===== src/rtl/tx8b10b_pkg.sv =====
package tx8b10b_pkg;

    localparam int GRP_W      = 10;
    localparam int HALF_W     = GRP_W / 2;
    localparam int BYTE_W     = 8;
    localparam int HALF_CNT_W = $clog2(HALF_W);

    typedef enum logic [0:0] {
        PH_FIRST  = 1'b0,   // word clock high, lower half being presented
        PH_SECOND = 1'b1    // word clock low, upper half being presented
    } phase_e;

    // 6-bit sub-block for negative disparity, written a..i with a as MSB.
    function automatic logic [5:0] six_neg(input logic [4:0] x);
        logic [5:0] r;
        unique case (x)
            5'd0:  r = 6'b100111;
            5'd1:  r = 6'b011101;
            5'd2:  r = 6'b101101;
            5'd3:  r = 6'b110001;
            5'd4:  r = 6'b110101;
            5'd5:  r = 6'b101001;
            5'd6:  r = 6'b011001;
            5'd7:  r = 6'b111000;
            5'd8:  r = 6'b111001;
            5'd9:  r = 6'b100101;
            5'd10: r = 6'b010101;
            5'd11: r = 6'b110100;
            5'd12: r = 6'b001101;
            5'd13: r = 6'b101100;
            5'd14: r = 6'b011100;
            5'd15: r = 6'b010111;
            5'd16: r = 6'b011011;
            5'd17: r = 6'b100011;
            5'd18: r = 6'b010011;
            5'd19: r = 6'b110010;
            5'd20: r = 6'b001011;
            5'd21: r = 6'b101010;
            5'd22: r = 6'b011010;
            5'd23: r = 6'b111010;
            5'd24: r = 6'b110011;
            5'd25: r = 6'b100110;
            5'd26: r = 6'b010110;
            5'd27: r = 6'b110110;
            5'd28: r = 6'b001110;
            5'd29: r = 6'b101110;
            5'd30: r = 6'b011110;
            default: r = 6'b101011;
        endcase
        return r;
    endfunction

    // 4-bit sub-block when the disparity after the 6-bit part is negative, f..j with f as MSB.
    function automatic logic [3:0] four_neg(input logic [2:0] y);
        logic [3:0] r;
        unique case (y)
            3'd0: r = 4'b1011;
            3'd1: r = 4'b1001;
            3'd2: r = 4'b0101;
            3'd3: r = 4'b1100;
            3'd4: r = 4'b1101;
            3'd5: r = 4'b1010;
            3'd6: r = 4'b0110;
            default: r = 4'b1110;
        endcase
        return r;
    endfunction

endpackage


===== src/rtl/tx_word_seq.sv =====
module tx_word_seq
    import tx8b10b_pkg::*;
(
    input  logic clk,
    input  logic rst_n,
    output logic word_clk,
    output logic cap_lo,
    output logic load
);

    localparam logic [HALF_CNT_W-1:0] HALF_LAST = HALF_CNT_W'(HALF_W - 1);

    phase_e                state_q, state_d;
    logic [HALF_CNT_W-1:0] half_q, half_d;
    logic                  half_end;

    assign half_end = (half_q == HALF_LAST);

    // state register
    always_ff @(posedge clk) begin
        if (!rst_n) begin
            state_q <= PH_FIRST;
            half_q  <= '0;
        end else begin
            state_q <= state_d;
            half_q  <= half_d;
        end
    end

    // next state
    always_comb begin
        state_d = state_q;
        half_d  = half_end ? '0 : half_q + 1'b1;
        unique case (state_q)
            PH_FIRST:  if (half_end) state_d = PH_SECOND;
            PH_SECOND: if (half_end) state_d = PH_FIRST;
            default:   state_d = PH_FIRST;
        endcase
    end

    // outputs
    always_comb begin
        word_clk = 1'b0;
        cap_lo   = 1'b0;
        load     = 1'b0;
        unique case (state_q)
            PH_FIRST: begin
                word_clk = 1'b1;
                cap_lo   = half_end;
            end
            PH_SECOND: begin
                load = half_end;
            end
            default: ;
        endcase
    end

endmodule


===== src/rtl/enc_8b10b.sv =====
module enc_8b10b
    import tx8b10b_pkg::*;
(
    input  logic [BYTE_W-1:0] din,
    input  logic              is_k,
    input  logic              rd_in,     // 1 = positive
    output logic [GRP_W-1:0]  code,      // bit 0 = a, sent first
    output logic              rd_out,
    output logic              k_bad
);

    logic [4:0] x, use_x;
    logic [2:0] y, use_y;
    logic       k_valid, k28;
    logic [5:0] s6n, s6;
    logic [3:0] f4n, s4;
    logic       unbal6, flip6, rd6, alt7, comp_y, flip4;

    assign x = din[4:0];
    assign y = din[7:5];

    always_comb begin
        k_valid = is_k && ((x == 5'd28) ||
                  ((y == 3'd7) && (x == 5'd23 || x == 5'd27 || x == 5'd29 || x == 5'd30)));
        k_bad   = is_k && !k_valid;
        use_x   = k_bad ? 5'd28 : x;
        use_y   = k_bad ? 3'd5  : y;
        k28     = is_k && (use_x == 5'd28);

        // 5b/6b sub-block
        s6n    = k28 ? 6'b001111 : six_neg(use_x);
        unbal6 = ($countones(s6n) != 3);
        flip6  = rd_in && (unbal6 || (use_x == 5'd7 && !k28));
        s6     = flip6 ? ~s6n : s6n;
        rd6    = unbal6 ? ~rd_in : rd_in;

        // 3b/4b sub-block
        alt7   = (use_y == 3'd7) &&
                 (is_k ||
                  (!rd6 && (use_x == 5'd17 || use_x == 5'd18 || use_x == 5'd20)) ||
                  ( rd6 && (use_x == 5'd11 || use_x == 5'd13 || use_x == 5'd14)));
        f4n    = alt7 ? 4'b0111 : four_neg(use_y);
        comp_y = (use_y == 3'd0 || use_y == 3'd3 || use_y == 3'd4 || use_y == 3'd7);
        flip4  = k28 ? (rd6 ? comp_y : !comp_y) : (rd6 && comp_y);
        s4     = flip4 ? ~f4n : f4n;

        if ($countones(s4) == 2) rd_out = rd6;
        else                     rd_out = ($countones(s4) > 2);

        code = {s4[0], s4[1], s4[2], s4[3], s6[0], s6[1], s6[2], s6[3], s6[4], s6[5]};
    end

endmodule


===== src/rtl/tx_shift.sv =====
module tx_shift
    import tx8b10b_pkg::*;
(
    input  logic             clk,
    input  logic             rst_n,
    input  logic             load,
    input  logic [GRP_W-1:0] din,
    output logic [GRP_W-1:0] q,
    output logic             sout
);

    always_ff @(posedge clk) begin
        if (!rst_n)    q <= '0;
        else if (load) q <= din;
        else           q <= {1'b0, q[GRP_W-1:1]};
    end

    assign sout = q[0];

endmodule


===== src/rtl/tx_8b10b_serializer.sv =====
module tx_8b10b_serializer
    import tx8b10b_pkg::*;
(
    input  logic              clk,
    input  logic              rst_n,
    input  logic              mode_pin,
    input  logic              mode_reg_en,
    input  logic [HALF_W-1:0] tx_half,
    input  logic              tx_k,
    output logic              word_clk,
    output logic              ser_out,
    output logic              k_err
);

    logic              cap_lo, load_w;
    logic [HALF_W-1:0] lo_q;
    logic [GRP_W-1:0]  word_in, code, load_val, sh_q;
    logic              enc_en, rd_q, rd_next, k_bad, kerr_q;

    tx_word_seq seq_i (
        .clk      (clk),
        .rst_n    (rst_n),
        .word_clk (word_clk),
        .cap_lo   (cap_lo),
        .load     (load_w)
    );

    always_ff @(posedge clk) begin
        if (!rst_n)      lo_q <= '0;
        else if (cap_lo) lo_q <= tx_half;
    end

    assign word_in = {tx_half, lo_q};
    assign enc_en  = mode_pin | mode_reg_en;

    enc_8b10b enc_i (
        .din    (word_in[BYTE_W-1:0]),
        .is_k   (tx_k),
        .rd_in  (rd_q),
        .code   (code),
        .rd_out (rd_next),
        .k_bad  (k_bad)
    );

    assign load_val = enc_en ? code : word_in;

    always_ff @(posedge clk) begin
        if (!rst_n) begin
            rd_q   <= 1'b0;
            kerr_q <= 1'b0;
        end else if (load_w && enc_en) begin
            rd_q   <= rd_next;
            kerr_q <= kerr_q | k_bad;
        end
    end

    assign k_err = kerr_q;

    tx_shift sh_i (
        .clk   (clk),
        .rst_n (rst_n),
        .load  (load_w),
        .din   (load_val),
        .q     (sh_q),
        .sout  (ser_out)
    );

endmodule


===== config.mk =====
export PLATFORM = sky130hd
export DESIGN_NAME = tx_8b10b_serializer
export DESIGN_NICKNAME = d
export VERILOG_FILES = /design/src/rtl/tx8b10b_pkg.sv /design/src/rtl/tx_word_seq.sv /design/src/rtl/enc_8b10b.sv /design/src/rtl/tx_shift.sv /design/src/rtl/tx_8b10b_serializer.sv
export SDC_FILE = /design/constraint.sdc
export NUM_CORES = 1
export LEC_CHECK = 0
export ABC_CLOCK_PERIOD_IN_PS = 14600
export BUFFER_PORTS_ARGS = -buffer_cell sky130_fd_sc_hd__buf_2
export CAP_MARGIN = 20
export CORE_MARGIN = 5
export CORE_UTILIZATION = 62
export CTS_CLUSTER_SIZE = 20
export DETAILED_ROUTE_END_ITERATION = 8
export PLACE_DENSITY = 0.83
export SLEW_MARGIN = 20
export SYNTH_ARGS = -nofsm -noshare
export SYNTH_HDL_FRONTEND = slang
export SYNTH_SLANG_ARGS = --single-unit

===== constraint.sdc =====
create_clock -name clk -period 14.6 [get_ports clk]
set_input_delay 1.46 -clock clk [delete_from_list [all_inputs] [get_ports clk]]
set_output_delay 1.46 -clock clk [all_outputs]
set_load 0.005 [all_outputs]

### Word-level counts from Yosys, hierarchy flattened

Memories as Yosys holds them, arrays and structs flattened.
Cells that the tools add are included.

* add/subtract/negate cells: 9
* order comparisons: 1
* equal/unequal tests: 24
* multiplexer cells: 19
* bitwise gates (word level): 7
* reductions and logical operators: 32

Operators by type and width (number)
* 32-bit adder: 3
* 5-bit == test (second input constant): 9
* 32-bit by 3-bit == test with 1-bit output (second input constant): 1
* 32-bit by 3-bit > comparator with 1-bit output (second input constant): 1
* 32-bit by 3-bit != test with 1-bit output (second input constant): 1
* 4-bit case mux with 7 select lines: 1
* 3-bit == test (second input constant): 6
* 5-bit by 4-bit == test with 1-bit output (second input constant): 3
* 1-bit logical OR: 14
* 6-bit two-way mux: 2
* 1-bit logical AND: 11
* 1-bit by 1-bit adder with 2-bit output: 5
* 10-bit two-way mux: 1
* 1-bit two-way mux: 9
* 9-bit two-way mux: 1
* 4-bit two-way mux: 2
* 3-bit by 2-bit == test with 1-bit output (second input constant): 2
* 6-bit inverter: 1
* 5-bit by 3-bit == test with 1-bit output (second input constant): 1
* 5-bit two-way mux: 1
* 1-bit zero test: 4
* 4-bit inverter: 1
* 3-bit by 1-bit adder with 3-bit output (second input constant): 1
* 3-bit by 1-bit == test with 1-bit output (second input constant): 1
* 7 further kinds: 10

* flip-flop bits (word level): 21
* ROM bits: 192
* input bits: 10
* output and inout bits: 3
* memories kept: 1

Memory list
* (no name shown): words 32, bits a word 6, read ports 1, clocked after Yosys merged registers in 0, wr ports 0, line tx8b10b_pkg.sv:16 `unique case (x)`

### Logic depth before layout (Yosys ltp)

* word-level depth: 30
* mapped depth: 28
* gate-level depth less buffers: 27

### Modules after synthesis

Synthesis repeated with hierarchy kept, for this count alone.

* cell total of the unflattened synthesis: 226
* area total of the unflattened synthesis: 2026.9 µm²

By module, submodules not included
* enc_8b10b: times used 1, cells each 141, area an instance 1069.8 µm²
* tx_8b10b_serializer: times used 1, cells each 35, area an instance 390.4 µm²
* tx_shift: times used 1, cells each 31, area an instance 372.9 µm²
* tx_word_seq: times used 1, cells each 19, area an instance 193.9 µm²

### Worst setup path after synthesis

Ideal clock, no wire load.

* kind: input to register
* from: input tx_half[2]
* to: register rd_q
* arrival time: 6.893 ns
* required time: 14.526 ns
* setup slack: 7.633 ns
* stages: 25
* cells stage by stage: buf_2 -> and4_1 -> a311o_2 -> o21ai_2 -> nor2_1 -> ha_1 -> buf_4 -> a22o_1 -> a211oi_1 -> o311ai_4 -> ha_1 -> fa_1 -> ha_1 -> and4bb_1 -> xnor2_1 -> ha_1 -> inv_1 -> mux2i_4 -> xor2_1 -> ha_1 -> ha_1 -> inv_1 -> fa_1 -> o21bai_1 -> a31oi_1

* word-level cells in the longest chain between the ends: 27
* elaborated cells between the ends (all ways): 60

RTL lines
* start, declared: line tx_8b10b_serializer.sv:8 `input logic [HALF_W-1:0] tx_half,`
* branches (longest 26 deep; another with 32-bit adder)
* 1-bit two-way mux (*): line enc_8b10b.sv:47 `if ($countones(s4) == 2) rd_out = rd6;`
* end signal, assigned: line tx_8b10b_serializer.sv:52 `rd_q <= rd_next;`
* end, declared: line tx_8b10b_serializer.sv:18 `logic enc_en, rd_q, rd_next, k_bad, kerr_q;`

Every way passes the cells marked *.
A chain may end at the register's enable or synchronous reset.

### Worst setup path in the final report

* from: input tx_half[1]
* to: register rd_q

Same word-level chain as after synthesis.

==> metrics.txt <==
status finished clean; Worst Hold Depth 2; ys async rst share 0; worst hold path startpoint sh_i.q[8]; Worst R2R Path Depth 25; Clk Latency, worst-skew pair 310 ps; Fillers 295; R2R Setup Slk 7470 ps; post-CTS setup buffers 0; largest cells by area after synthesis dfxtp_1 20%, ha_1 11%, mux2i_1 5.6%; pin count of the biggest net entering global routing 28; crit start category input pin; placer congestion estimate 0.9139; Num Clock Sinks 21; Syn Nets 283; Slew HR 0.4027; Place WS 6909 ps; DR iter-0 viols 172; synth unique cells 60; layout cell share with drive strength beyond 1 0.1280; io pins 13; Final nets 283; PnR worst setup slack 7125 ps; final core occ 0.6554; Inserted Clock Buffers 3; critical path launch point tx_half[1]; Crit Path Class input pin to flop; initial antenna violation count 0; number of global-route vias before repair 1791; Hold Buf Count CTS 0; leakage 0.8358 nW; Post-CTS Resized 0; Slew @ Worst Pin 894.7 ps; Multi-input gate area 0.001543 sq mm; gr usage total 0.2394; Cells after Synth 251; # rows 21; DP HPWL 3842 microns; Port-buffer cells 12; Hold Path End sh_i.q[7]; Via-to-Cell Ratio 6.253; Final period util 0.5120; GRT overflow 0; clk slew on worst S/H paths 120 ps; syn_area_per_cell 8.484 sq um; VDD IR max 48.12 uV; clock skew 5.186 ps; Yosys reg bits 21; DRT Pass-1 Iters 4; DIE HEIGHT 68.61 microns; H-tree Lvls 1; worst-path maximum fanout 10; CP Capture Type flop; CTS tree yes; final hold viol count 0; Routed Antenna Nets 0; critical path arrival 7710 ps; Initial Util 0.6382; PD cells 59.86 mW/mm^2; max cap viols 0; total core area 0.003337 sq mm; WP data required 14840 ps; post-synth top area share 0.1974; Seq/Total Area, Yosys 0.1974; clk root buf clkbuf_4; Synth Warn # 0; CTS max path bufs 2; leading area contributor after synthesis dfxtp_1; Max Fclk 133.8 MHz; Die Area 0.004707 sq mm; R2R Path End rd_q; Mapped Area 0.002130 sq mm; WL final 5061 microns; first-pass GRT wire length 8514 microns; setup TNS 0 ps; synthesis-to-finish area growth 2.703%; vias 1851; final slew viol count 0; worst reg2reg path startpoint lo_q[2]; DR WL/cell 17.10 microns; Ant. Diodes 0; die width 68.61 microns; Residual DRC 0; register area 420.4 sq um; Hold Path Class flop to flop; number of synthesized flops with an enable pin 0; RSZ-0062 raised after global routing no; Setup-failing EPs final 0; Most used DFF post-synth dfxtp_1; crit path time final 7475 ps; Synth top cells by count 21 x dfxtp_1, 21 x inv_1, 19 x ha_1
==> logic make-up (layout without fill, tap and decap cells) <==
group | count (synthesis) | in the layout | share of synthesized area
buffers and inverters | 38 | 37 | 0.07814
XOR/XNOR | 9 | 9 | 0.04054
flip-flops | 21 | 21 | 0.1974
AO/OA/AOI/OAI | 75 | 75 | 0.2861
AND/OR/NAND/NOR | 72 | 72 | 0.1863
multiplexers | 13 | 13 | 0.06698
adder cells (fa/ha/maj) | 23 | 23 | 0.1445
==> where the power goes <==
group          total [mW]  internal [mW]  switching, mW
clock              0.0280         0.0102         0.0178
sequential         0.0600         0.0584        0.00157
combinational      0.0429         0.0186         0.0243
==> flip-flops by register name (all words and copies together), names as in the netlist <==
| name | flops |
|---|---|
| lo_q | 5 |
| seq_i.half_q | 3 |
| rd_q | 1 |
| sh_i.q | 10 |
| k_err | 1 |
| seq_i.state_q | 1 |
==> layer usage <==
metal  vias up  part of all wire  track usage
met3         6             0.085      0.06969
li1        913                 -            -
met2        77              0.46       0.3707
met5         -                 0            0
met1       855              0.45       0.3267
met4         0            0.0099      0.05459
==> metrics by stage <==
stage	power [mW]	hold slack [ps]	instances	area (sq um)
after global placement	0.1023	442.9	292	2160
after CTS	0.1321	472.4	296	2187
final	0.1309	467.5	296	2187
after global routing	0.1409	495.3	296	2187
after detailed placement	0.1038	454.9	292	2160
after floorplan	0.09470	437.8	251	2130
==> worst max path at each step <==
stage	end	slack (ps)	cells past startpoint
finish	rd_q	7120	26
global route	rd_q	6690	26
CTS	rd_q	7170	26
detailed placement	rd_q	6910	26
global placement	rd_q	6960	26
floorplan	rd_q	7630	25
==> critical path: stages <==
cell and delay (ps):
buf_2 190, and4_1 310, a31oi_1 120, o21ai_1 360, nand2_1 200, inv_1 170
ha_1 390, maj3_1 240, nor2_1 40, a211oi_1 360, o311ai_4 190, ha_1 340
fa_1 370, ha_1 280, and4bb_1 220, xnor2_1 410, ha_1 320, inv_1 90
mux2i_4 110, xnor2_1 260, ha_1 280, ha_1 200, inv_1 60, fa_1 400
o21bai_1 160, a31oi_1 180
==> cell usage in the layout (no fill, tap or decap), drive strengths merged, types with 2 or more instances in the layout <==
| cell type | count |
|---|---|
| a21o | 3 |
| fa | 3 |
| nand2b | 3 |
| o311ai | 2 |
| nand3 | 9 |
| or3 | 2 |
| o211ai | 14 |
| and3 | 3 |
| nor3b | 3 |
| ha | 19 |
| o2111a | 2 |
| nor2b | 9 |
| clkbuf | 3 |
| a2111oi | 2 |
| a21oi | 7 |
| or2 | 2 |
| a311oi | 3 |
| nor3 | 4 |
| a31oi | 6 |
| nand4 | 2 |
| a211oi | 3 |
| xnor2 | 5 |
| dfxtp | 21 |
| buf | 12 |
| nor2 | 11 |
| o21a | 4 |
| xor2 | 4 |
| inv | 21 |
| nand2 | 15 |
| a22o | 2 |
| mux2i | 13 |
| o21ai | 19 |
==> cell type report <==
class | instances | share of cell area
multi-input combinational | 192 | 0.7054
sequential | 21 | 0.1922
inverter | 21 | 0.03604
timing repair buffer | 12 | 0.02746
tap | 46 | 0.02632
clock buffer | 3 | 0.01030
clock inverter | 1 | 0.002288
Power figures use the tool's default switching activity.
